--- config.mk ---
export PLATFORM = sky130hd
export DESIGN_NAME = lane_steer_ctrl
export DESIGN_NICKNAME = d
export VERILOG_FILES = /design/src/rtl/lsc_pkg.sv /design/src/rtl/lsc_seq.sv /design/src/rtl/lsc_xbar.sv /design/src/rtl/lane_steer_ctrl.sv
export SDC_FILE = /design/constraint.sdc
export NUM_CORES = 1
export LEC_CHECK = 0
export ABC_AREA = 1
export ABC_CLOCK_PERIOD_IN_PS = 3900
export BUFFER_PORTS_ARGS = -buffer_cell sky130_fd_sc_hd__buf_2
export CAP_MARGIN = 20
export CELL_PAD_IN_SITES_DETAIL_PLACEMENT = 1
export CELL_PAD_IN_SITES_GLOBAL_PLACEMENT = 1
export CORE_MARGIN = 3
export CORE_UTILIZATION = 34
export CTS_BUF_LIST = sky130_fd_sc_hd__clkbuf_16
export CTS_CLUSTER_SIZE = 20
export DETAILED_ROUTE_END_ITERATION = 12
export MAX_ROUTING_LAYER = met4
export PLACE_DENSITY = 0.85
export SYNTH_ARGS = -nofsm -noshare
export SYNTH_HDL_FRONTEND = slang
export SYNTH_HIERARCHICAL = 1
export SYNTH_SLANG_ARGS = --single-unit
--- constraint.sdc ---
create_clock -name clk -period 3.9 [get_ports clk]
set_clock_uncertainty 0.1 [all_clocks]
set_input_delay 0.78 -clock clk [delete_from_list [all_inputs] [get_ports clk]]
set_output_delay 0.78 -clock clk [all_outputs]
set_load 0.01 [all_outputs]
--- src/rtl/lsc_pkg.sv ---
package lsc_pkg;

    localparam int NL = 4;

    typedef enum logic [2:0] {
        ST_IDLE  = 3'd0,
        ST_RUN   = 3'd1,
        ST_QUIET = 3'd2,
        ST_WAIT  = 3'd3,
        ST_EN    = 3'd4
    } state_t;

    typedef struct packed {
        logic       flip;
        logic [1:0] cnt;
    } cfg_t;

    // Physical lanes carrying traffic for a configuration.
    function automatic logic [NL-1:0] lane_mask(cfg_t c);
        logic [NL-1:0] m;
        case (c.cnt)
            2'd0:    m = 4'b0001;
            2'd1:    m = 4'b0011;
            default: m = 4'b1111;
        endcase
        return c.flip ? {m[0], m[1], m[2], m[3]} : m;
    endfunction

    // Bonding master sits on the lane fed by encoder lane 0.
    function automatic logic [1:0] master_of(cfg_t c);
        return c.flip ? 2'd3 : 2'd0;
    endfunction

    // Encoder lane feeding physical lane p.
    function automatic logic [1:0] src_of(cfg_t c, logic [1:0] p);
        return c.flip ? (2'd3 - p) : p;
    endfunction

endpackage

--- src/rtl/lsc_seq.sv ---
module lsc_seq
    import lsc_pkg::*;
#(
    parameter int TMO_W = 16
) (
    input  logic             clk,
    input  logic             rst_n,
    input  cfg_t             cfg_i,
    input  logic [TMO_W-1:0] timeout_i,
    input  logic             ack_i,
    output logic [NL-1:0]    en_o,
    output logic             req_o,
    output logic [1:0]       rmaster_o,
    output cfg_t             act_o,
    output logic             err_o
);

    typedef struct packed {
        state_t           st;
        logic             valid;
        cfg_t             tgt;
        cfg_t             act;
        logic [NL-1:0]    en;
        logic             req;
        logic [1:0]       rmaster;
        logic [TMO_W-1:0] cnt;
        logic             err;
    } seq_t;

    seq_t           r_d, r_q;
    logic [TMO_W:0] cnt_inc;
    logic           cfg_new;

    assign cnt_inc = {1'b0, r_q.cnt} + 1'b1;
    assign cfg_new = !r_q.valid || (cfg_i != r_q.tgt);

    always_comb begin
        r_d = r_q;
        case (r_q.st)
            ST_IDLE, ST_RUN: begin
                if (cfg_new) begin
                    r_d.tgt   = cfg_i;
                    r_d.valid = 1'b1;
                    r_d.en    = '0;
                    r_d.st    = ST_QUIET;
                end
            end
            ST_QUIET: begin
                r_d.req     = 1'b1;
                r_d.rmaster = master_of(r_q.tgt);
                r_d.cnt     = '0;
                r_d.st      = ST_WAIT;
            end
            ST_WAIT: begin
                if (ack_i) begin
                    r_d.req = 1'b0;
                    r_d.act = r_q.tgt;
                    r_d.st  = ST_EN;
                end else if (cnt_inc >= {1'b0, timeout_i}) begin
                    r_d.req = 1'b0;
                    r_d.err = 1'b1;
                    r_d.st  = ST_IDLE;
                end else begin
                    r_d.cnt = cnt_inc[TMO_W-1:0];
                end
            end
            ST_EN: begin
                r_d.en = lane_mask(r_q.act);
                r_d.st = ST_RUN;
            end
            default: r_d.st = ST_IDLE;
        endcase
    end

    always_ff @(posedge clk or negedge rst_n) begin
        if (!rst_n) r_q <= '0;
        else        r_q <= r_d;
    end

    assign en_o      = r_q.en;
    assign req_o     = r_q.req;
    assign rmaster_o = r_q.rmaster;
    assign act_o     = r_q.act;
    assign err_o     = r_q.err;

    assert_req_quiet_R5: assert property (@(posedge clk) disable iff (!rst_n)
        r_q.req |-> (r_q.en == '0));

    assert_err_sticky_R7: assert property (@(posedge clk) disable iff (!rst_n)
        r_q.err |=> r_q.err);

    assert_req_release_R6: assert property (@(posedge clk) disable iff (!rst_n)
        $fell(r_q.req) |-> ($past(ack_i) || r_q.err));

    assert_master_quiet_R4: assert property (@(posedge clk) disable iff (!rst_n)
        (r_q.act != $past(r_q.act)) |-> ((r_q.en == '0) && ($past(r_q.en) == '0)));

    assert_master_live_R4: assert property (@(posedge clk) disable iff (!rst_n)
        (r_q.en != '0) |-> r_q.en[master_of(r_q.act)]);

    assert_stray_ack_R8: assert property (@(posedge clk) disable iff (!rst_n)
        (ack_i && (r_q.st != ST_WAIT)) |=> $stable(r_q.act));

endmodule

--- src/rtl/lsc_xbar.sv ---
module lsc_xbar
    import lsc_pkg::*;
#(
    parameter int               SYM_W    = 10,
    parameter logic [SYM_W-1:0] IDLE_SYM = '0
) (
    input  cfg_t                  act_i,
    input  logic [NL-1:0]         en_i,
    input  logic [NL*SYM_W-1:0]   src_i,
    output logic [NL*SYM_W-1:0]   phy_o
);

    for (genvar p = 0; p < NL; p++) begin : g_lane
        logic [1:0] sel;
        assign sel = src_of(act_i, 2'(p));
        assign phy_o[p*SYM_W +: SYM_W] = en_i[p] ? src_i[sel*SYM_W +: SYM_W] : IDLE_SYM;
    end

endmodule

--- src/rtl/lane_steer_ctrl.sv ---
module lane_steer_ctrl
    import lsc_pkg::*;
#(
    parameter int               SYM_W    = 10,
    parameter int               TMO_W    = 16,
    parameter logic [SYM_W-1:0] IDLE_SYM = 10'h17C
) (
    input  logic                clk,
    input  logic                rst_n,
    input  logic                flip_i,
    input  logic [1:0]          lane_cnt_i,
    input  logic [TMO_W-1:0]    timeout_i,
    input  logic [4*SYM_W-1:0]  src_sym_i,
    input  logic                reconf_ack_i,
    output logic [4*SYM_W-1:0]  phy_sym_o,
    output logic [3:0]          lane_en_o,
    output logic [1:0]          master_o,
    output logic                reconf_req_o,
    output logic [1:0]          reconf_master_o,
    output logic                err_o
);

    cfg_t cfg_in;
    cfg_t act;

    assign cfg_in.flip = flip_i;
    assign cfg_in.cnt  = lane_cnt_i;

    lsc_seq #(.TMO_W(TMO_W)) u_seq (
        .clk       (clk),
        .rst_n     (rst_n),
        .cfg_i     (cfg_in),
        .timeout_i (timeout_i),
        .ack_i     (reconf_ack_i),
        .en_o      (lane_en_o),
        .req_o     (reconf_req_o),
        .rmaster_o (reconf_master_o),
        .act_o     (act),
        .err_o     (err_o)
    );

    lsc_xbar #(.SYM_W(SYM_W), .IDLE_SYM(IDLE_SYM)) u_xbar (
        .act_i (act),
        .en_i  (lane_en_o),
        .src_i (src_sym_i),
        .phy_o (phy_sym_o)
    );

    assign master_o = master_of(act);

endmodule

* Word-level counts from Yosys, hierarchy flattened *
Index checks and enable logic that the tools add are counted.

word-level totals
  memories = 0
  bits in latches = 0
  flip-flop bits (word level) = 34
  bits in read-only memories = 0
  memory bits (writable) = 0
  output and inout port bits = 50

cells by class
  muxes and demuxes = 24
  multiply operators = 4
  bitwise gates (word level) = 1
  shifts and indexed selects = 4
  div/mod/pow operators = 0
  order comparisons = 1
  reductions and logical operators = 14
  eq/ne operators = 10
  $add $sub $neg = 1

operator list
  kind                   count
  $shiftx 40x7->10       4
  $mux 10                4
  $pmux 16 s2            1
  $mul 2x3->5 const B    4
  $add 16x1->17 const B  1
  $ge 17x16->1           1
  $mux 17                1
  $mux 16                1
  $pmux 4 s2             2
  $pmux 3 s4             1
  $mux 2                 5
  $reduce_and 2->1       5
  $mux 4                 2
  $mux 7                 1
  $eq 3x2->1 const B     2
  $mux 3                 2
  $reduce_and 3->1       2
  $ne 2x2->1 const B     2
  $reduce_bool 2->1      2
  $eq 3x1->1 const B     1
  $eq 3x3->1 const B     1
  $logic_not 3->1        1
  $mux 1                 3
  $ne 3x2->1 const B     1
  other kinds (9)        9

* Depth between registers and ports, before layout *
  depth in word-level cells = 5
  depth in mapped cells = 21
  depth with buffers taken out = 20

* Modules after synthesis *
Netlist, hierarchy kept.

modules (own cells, without submodules)
  module           cells an instance  times used  area an instance (um2)
  lsc_seq          356                1           2446.1
  lsc_xbar         165                1           679.4
  lane_steer_ctrl  1                  1           7.5

* Worst setup path after synthesis *
OpenSTA, ideal clock, no wires.

  kind = register to register
  start = register u_seq/r_q[1] (netlist name)
  end = register u_seq/r_q[1] (netlist name)
  setup time = 117 ps
  path slack = 1139 ps
  path buffers = 1
  arrival time = 2544 ps
  clock period less this slack = 2761 ps
  cell stages (with the launch flop) = 22
  path through = dfrtp_1 ha_1 nand3_2 nor2_4 nand3_2 nor2_1 xor2_1 inv_1 ha_1 nand2_1 inv_2 nand2_1 nor2_1 nand2_1 nand3_1 nor2_1 nand3_2 nand2_4 nand2_8 buf_8 nand2_1 nand2_1

on the way
  longest elaborated chain between the ends = 4

ends and longest elaborated chain
  item                                                                     RTL line       source
  from (decl)                                                              lsc_seq.sv:30  seq_t r_d, r_q;
  from (signal assigned)                                                   lsc_seq.sv:77  else r_q <= r_d;
  $add 16x1->17 *                                                          lsc_seq.sv:34  assign cnt_inc = {1'b0, r_q.cnt} + 1'b1;
  $ge 17x16->1 / $mux 16 (equally long branches)                           lsc_seq.sv:59  end else if (cnt_inc >= {1'b0, timeout_i}) begin
  $ne 2x2->1 (no source line) / $mux 17 (equally long branches)            --
  $reduce_and 3->1 (no source line) / $pmux 16 s2 (equally long branches)  --

Every way passes the cells marked *; elsewhere a longest branch is shown, timed or not. The select of a mux whose other input is x is not followed.
A chain may end at the register's enable or synchronous reset.

* Worst setup path after layout *
  start = register u_seq/r_q[1] (netlist name)
  end = register u_seq/r_q[12] (netlist name)

Same word-level chain as after synthesis.

==> flow_metrics.py <==
metrics = {
    "placed_design": {
        "dp_slack_ns": 0.753,
        "dp_hpwl_um": 8100,
        "dp.cells": 714,
        "gp_congestion": 0.843,
        "numPortBuffers": 111,
    },
    "sta": {
        "maxSlewHeadroom": 0.504,
        "min_period_over_period": 0.821,
        "min_period_ns": 3.20,
        "setup_tns_ns": 0,
        "max_freq_mhz": 312,
        "setup_violations": 0,
        "rsz0062_at_grt": "no",
        "hold_viol": 0,
        "timing.final.ws_setup_ns": 0.698,
        "worst_slew_pin_slew_ns": 0.743,
        "slew_viol_final": 0,
    },
    "global_route": {
        "track_usage": 0.202,
        "grt_max_degree": 39,
        "grt_pass1_wl_um": 16600,
        "antenna_found_initial": 0,
        "grt_pass1_vias": 3622,
        "grt-ovfl-total": 0,
    },
    "cts": {
        "cts_buffers": 5,
        "hold_buffers": 0,
        "clk_latency_ns": 0.28,
        "clockBufferDepth": 2,
        "clk_pin_slew_worst_paths_ns": 0.05,
        "cts_resized": 0,
        "ctsHtreeMaxLevel": 2,
        "tritoncts": "built",
        "root_buffer": "clkbuf_16",
        "postCtsSetupBuffers": 0,
        "cts.sinks": 33,
    },
    "route": {
        "routed_wl_um": 10000,
        "initialDrtViolationCount": 113,
        "vias": 3547,
        "ant_nets": 0,
        "viasPerCell": 4.91,
        "drt_pass1_iterations": 4,
        "drc": 0,
        "wl_per_cell_um": 13.9,
    },
    "worst_setup_path": {
        "worst_path_max_delay_cell": "dfrtp_1",
        "crit_top_cell": "nand2_1",
        "cpPeakStageDelay_ns": 0.47,
        "critPathMaxFanout": 18,
        "cp_cell_sequence": "ha_1, nand3_2, nor2_4, nand3_2, nor2_1, xor2_1, inv_1, ha_1, nand2_1, inv_2, nand2_1, nor2_1, nand2_1, nand3_1, nor2_1, nand3_2, nand2_4, nand2_8, nand2_1, nand2_1",
        "worstPathArrival_ns": 3.27,
        "crit_required_ns": 3.97,
        "start_kind": "flip-flop",
        "crit_type": "reg2reg",
        "end_kind": "flip-flop",
    },
    "logic_synthesis": {
        "yosys_warnings": 6,
        "synth.cell_area_um2": 3120,
        "postSynthAreaPerCell_um2": 6.00,
        "synth_cells": 520,
        "synth_nets": 599,
    },
    "run_status": {
        "outcome": "completed",
    },
    "pwr": {
        "power_mw": 1.72,
        "powerDensity_nw_per_um2": 456,
        "p_leak_nw": 2.23,
        "peakVddDrop_mv": 0.273,
    },
    "die": {
        "num_io_pins": 112,
        "die_area_um2": 10400,
        "die_y_um": 102,
        "dieWidth_um": 102,
        "start_util": 0.354,
        "fp-row-count": 34,
        "coreArea_um2": 8810,
    },
    "worst_hold_path": {
        "hp-class": "reg2reg",
    },
    "layout": {
        "area_growth_pct": 21.1,
        "diodes": 0,
        "drive_gt1_frac": 0.217,
        "final_cells": 722,
        "n_fill_cell": 1263,
        "nets": 692,
    },
    "run": {
        "cap_violations": 0,
    },
}
-- layer usage --
layer / global-route usage / routed length [µm] / vias to the layer above
met5: - / 0 / -
met4: 0.0419 / 85 / 0
met3: 0.0310 / 558 / 7
met2: 0.364 / 5130 / 89
met1: 0.236 / 4270 / 1683
li1: - / - / 1768
-- state kept, by name, summed over array words and instances (netlist names) --
name	count
u_seq/r_q	23
u_seq/err_o	1
u_seq/req_o	1
u_seq/en_o	4
u_seq/act_o	3
u_seq/rmaster_o	1
-- per-stage QoR --
step                      hold slack, ns   util  cell area [µm²]
after floorplan                    0.328      -             3120
after global placement             0.343  0.413             3640
after detailed placement           0.346  0.413             3640
after CTS                          0.364  0.429             3770
after global routing               0.397  0.429             3770
final                              0.353  0.429             3770
-- area by class of cell --
cell class | instances | area, µm² | area share
inverters | 88 | 330 | 0.0875
multi-input cells | 373 | 1780 | 0.472
flip-flops and latches | 33 | 826 | 0.219
repair buffers | 112 | 563 | 0.149
clock inverters | 3 | 12.5 | 0.00331
well taps | 108 | 135 | 0.0358
clock buffers | 5 | 125 | 0.0331
-- worst max-delay path, delay by kind of cell (launching register included) --
family        cells  cell delay, ns
xor+xnor          1            0.21
flops             1            0.47
buf+inv           2            0.11
simple gates     15            1.66
fa+ha+maj         2            0.53
-- cells in the final DEF, fill, tap and decap left out, drive strengths merged, types with 5 or more instances in the layout --
| cell type | n |
|---|---|
| a21oi | 7 |
| nand4 | 6 |
| nand2 | 188 |
| xor2 | 7 |
| o21ai | 13 |
| ha | 17 |
| clkbuf | 5 |
| nand3 | 53 |
| nor2 | 70 |
| inv | 88 |
| buf | 112 |
| nor3 | 5 |
| dfrtp | 33 |
-- power by group --
part,total [mW],switching (mW),internal (mW)
sequential,0.539,0.127,0.412
combinational,0.815,0.544,0.271
clock,0.369,0.139,0.230
-- final timing paths --
path                       slack (ns)  cells past startpoint                  to    startpoint
setup reg to reg                 0.70                     20       u_seq/r_q[12]  u_seq/r_q[1]
hold reg to reg                  0.35                      1         u_seq/err_o   u_seq/err_o
min in group asynchronous        0.47                      1  u_seq/rmaster_o[0]         rst_n
max in group asynchronous        2.76                      1       u_seq/en_o[2]         rst_n
hold / removal                   0.35                      1         u_seq/err_o   u_seq/err_o
setup / recovery                 0.70                     20       u_seq/r_q[12]  u_seq/r_q[1]
No activity file was read; power rests on OpenSTA's default activity.
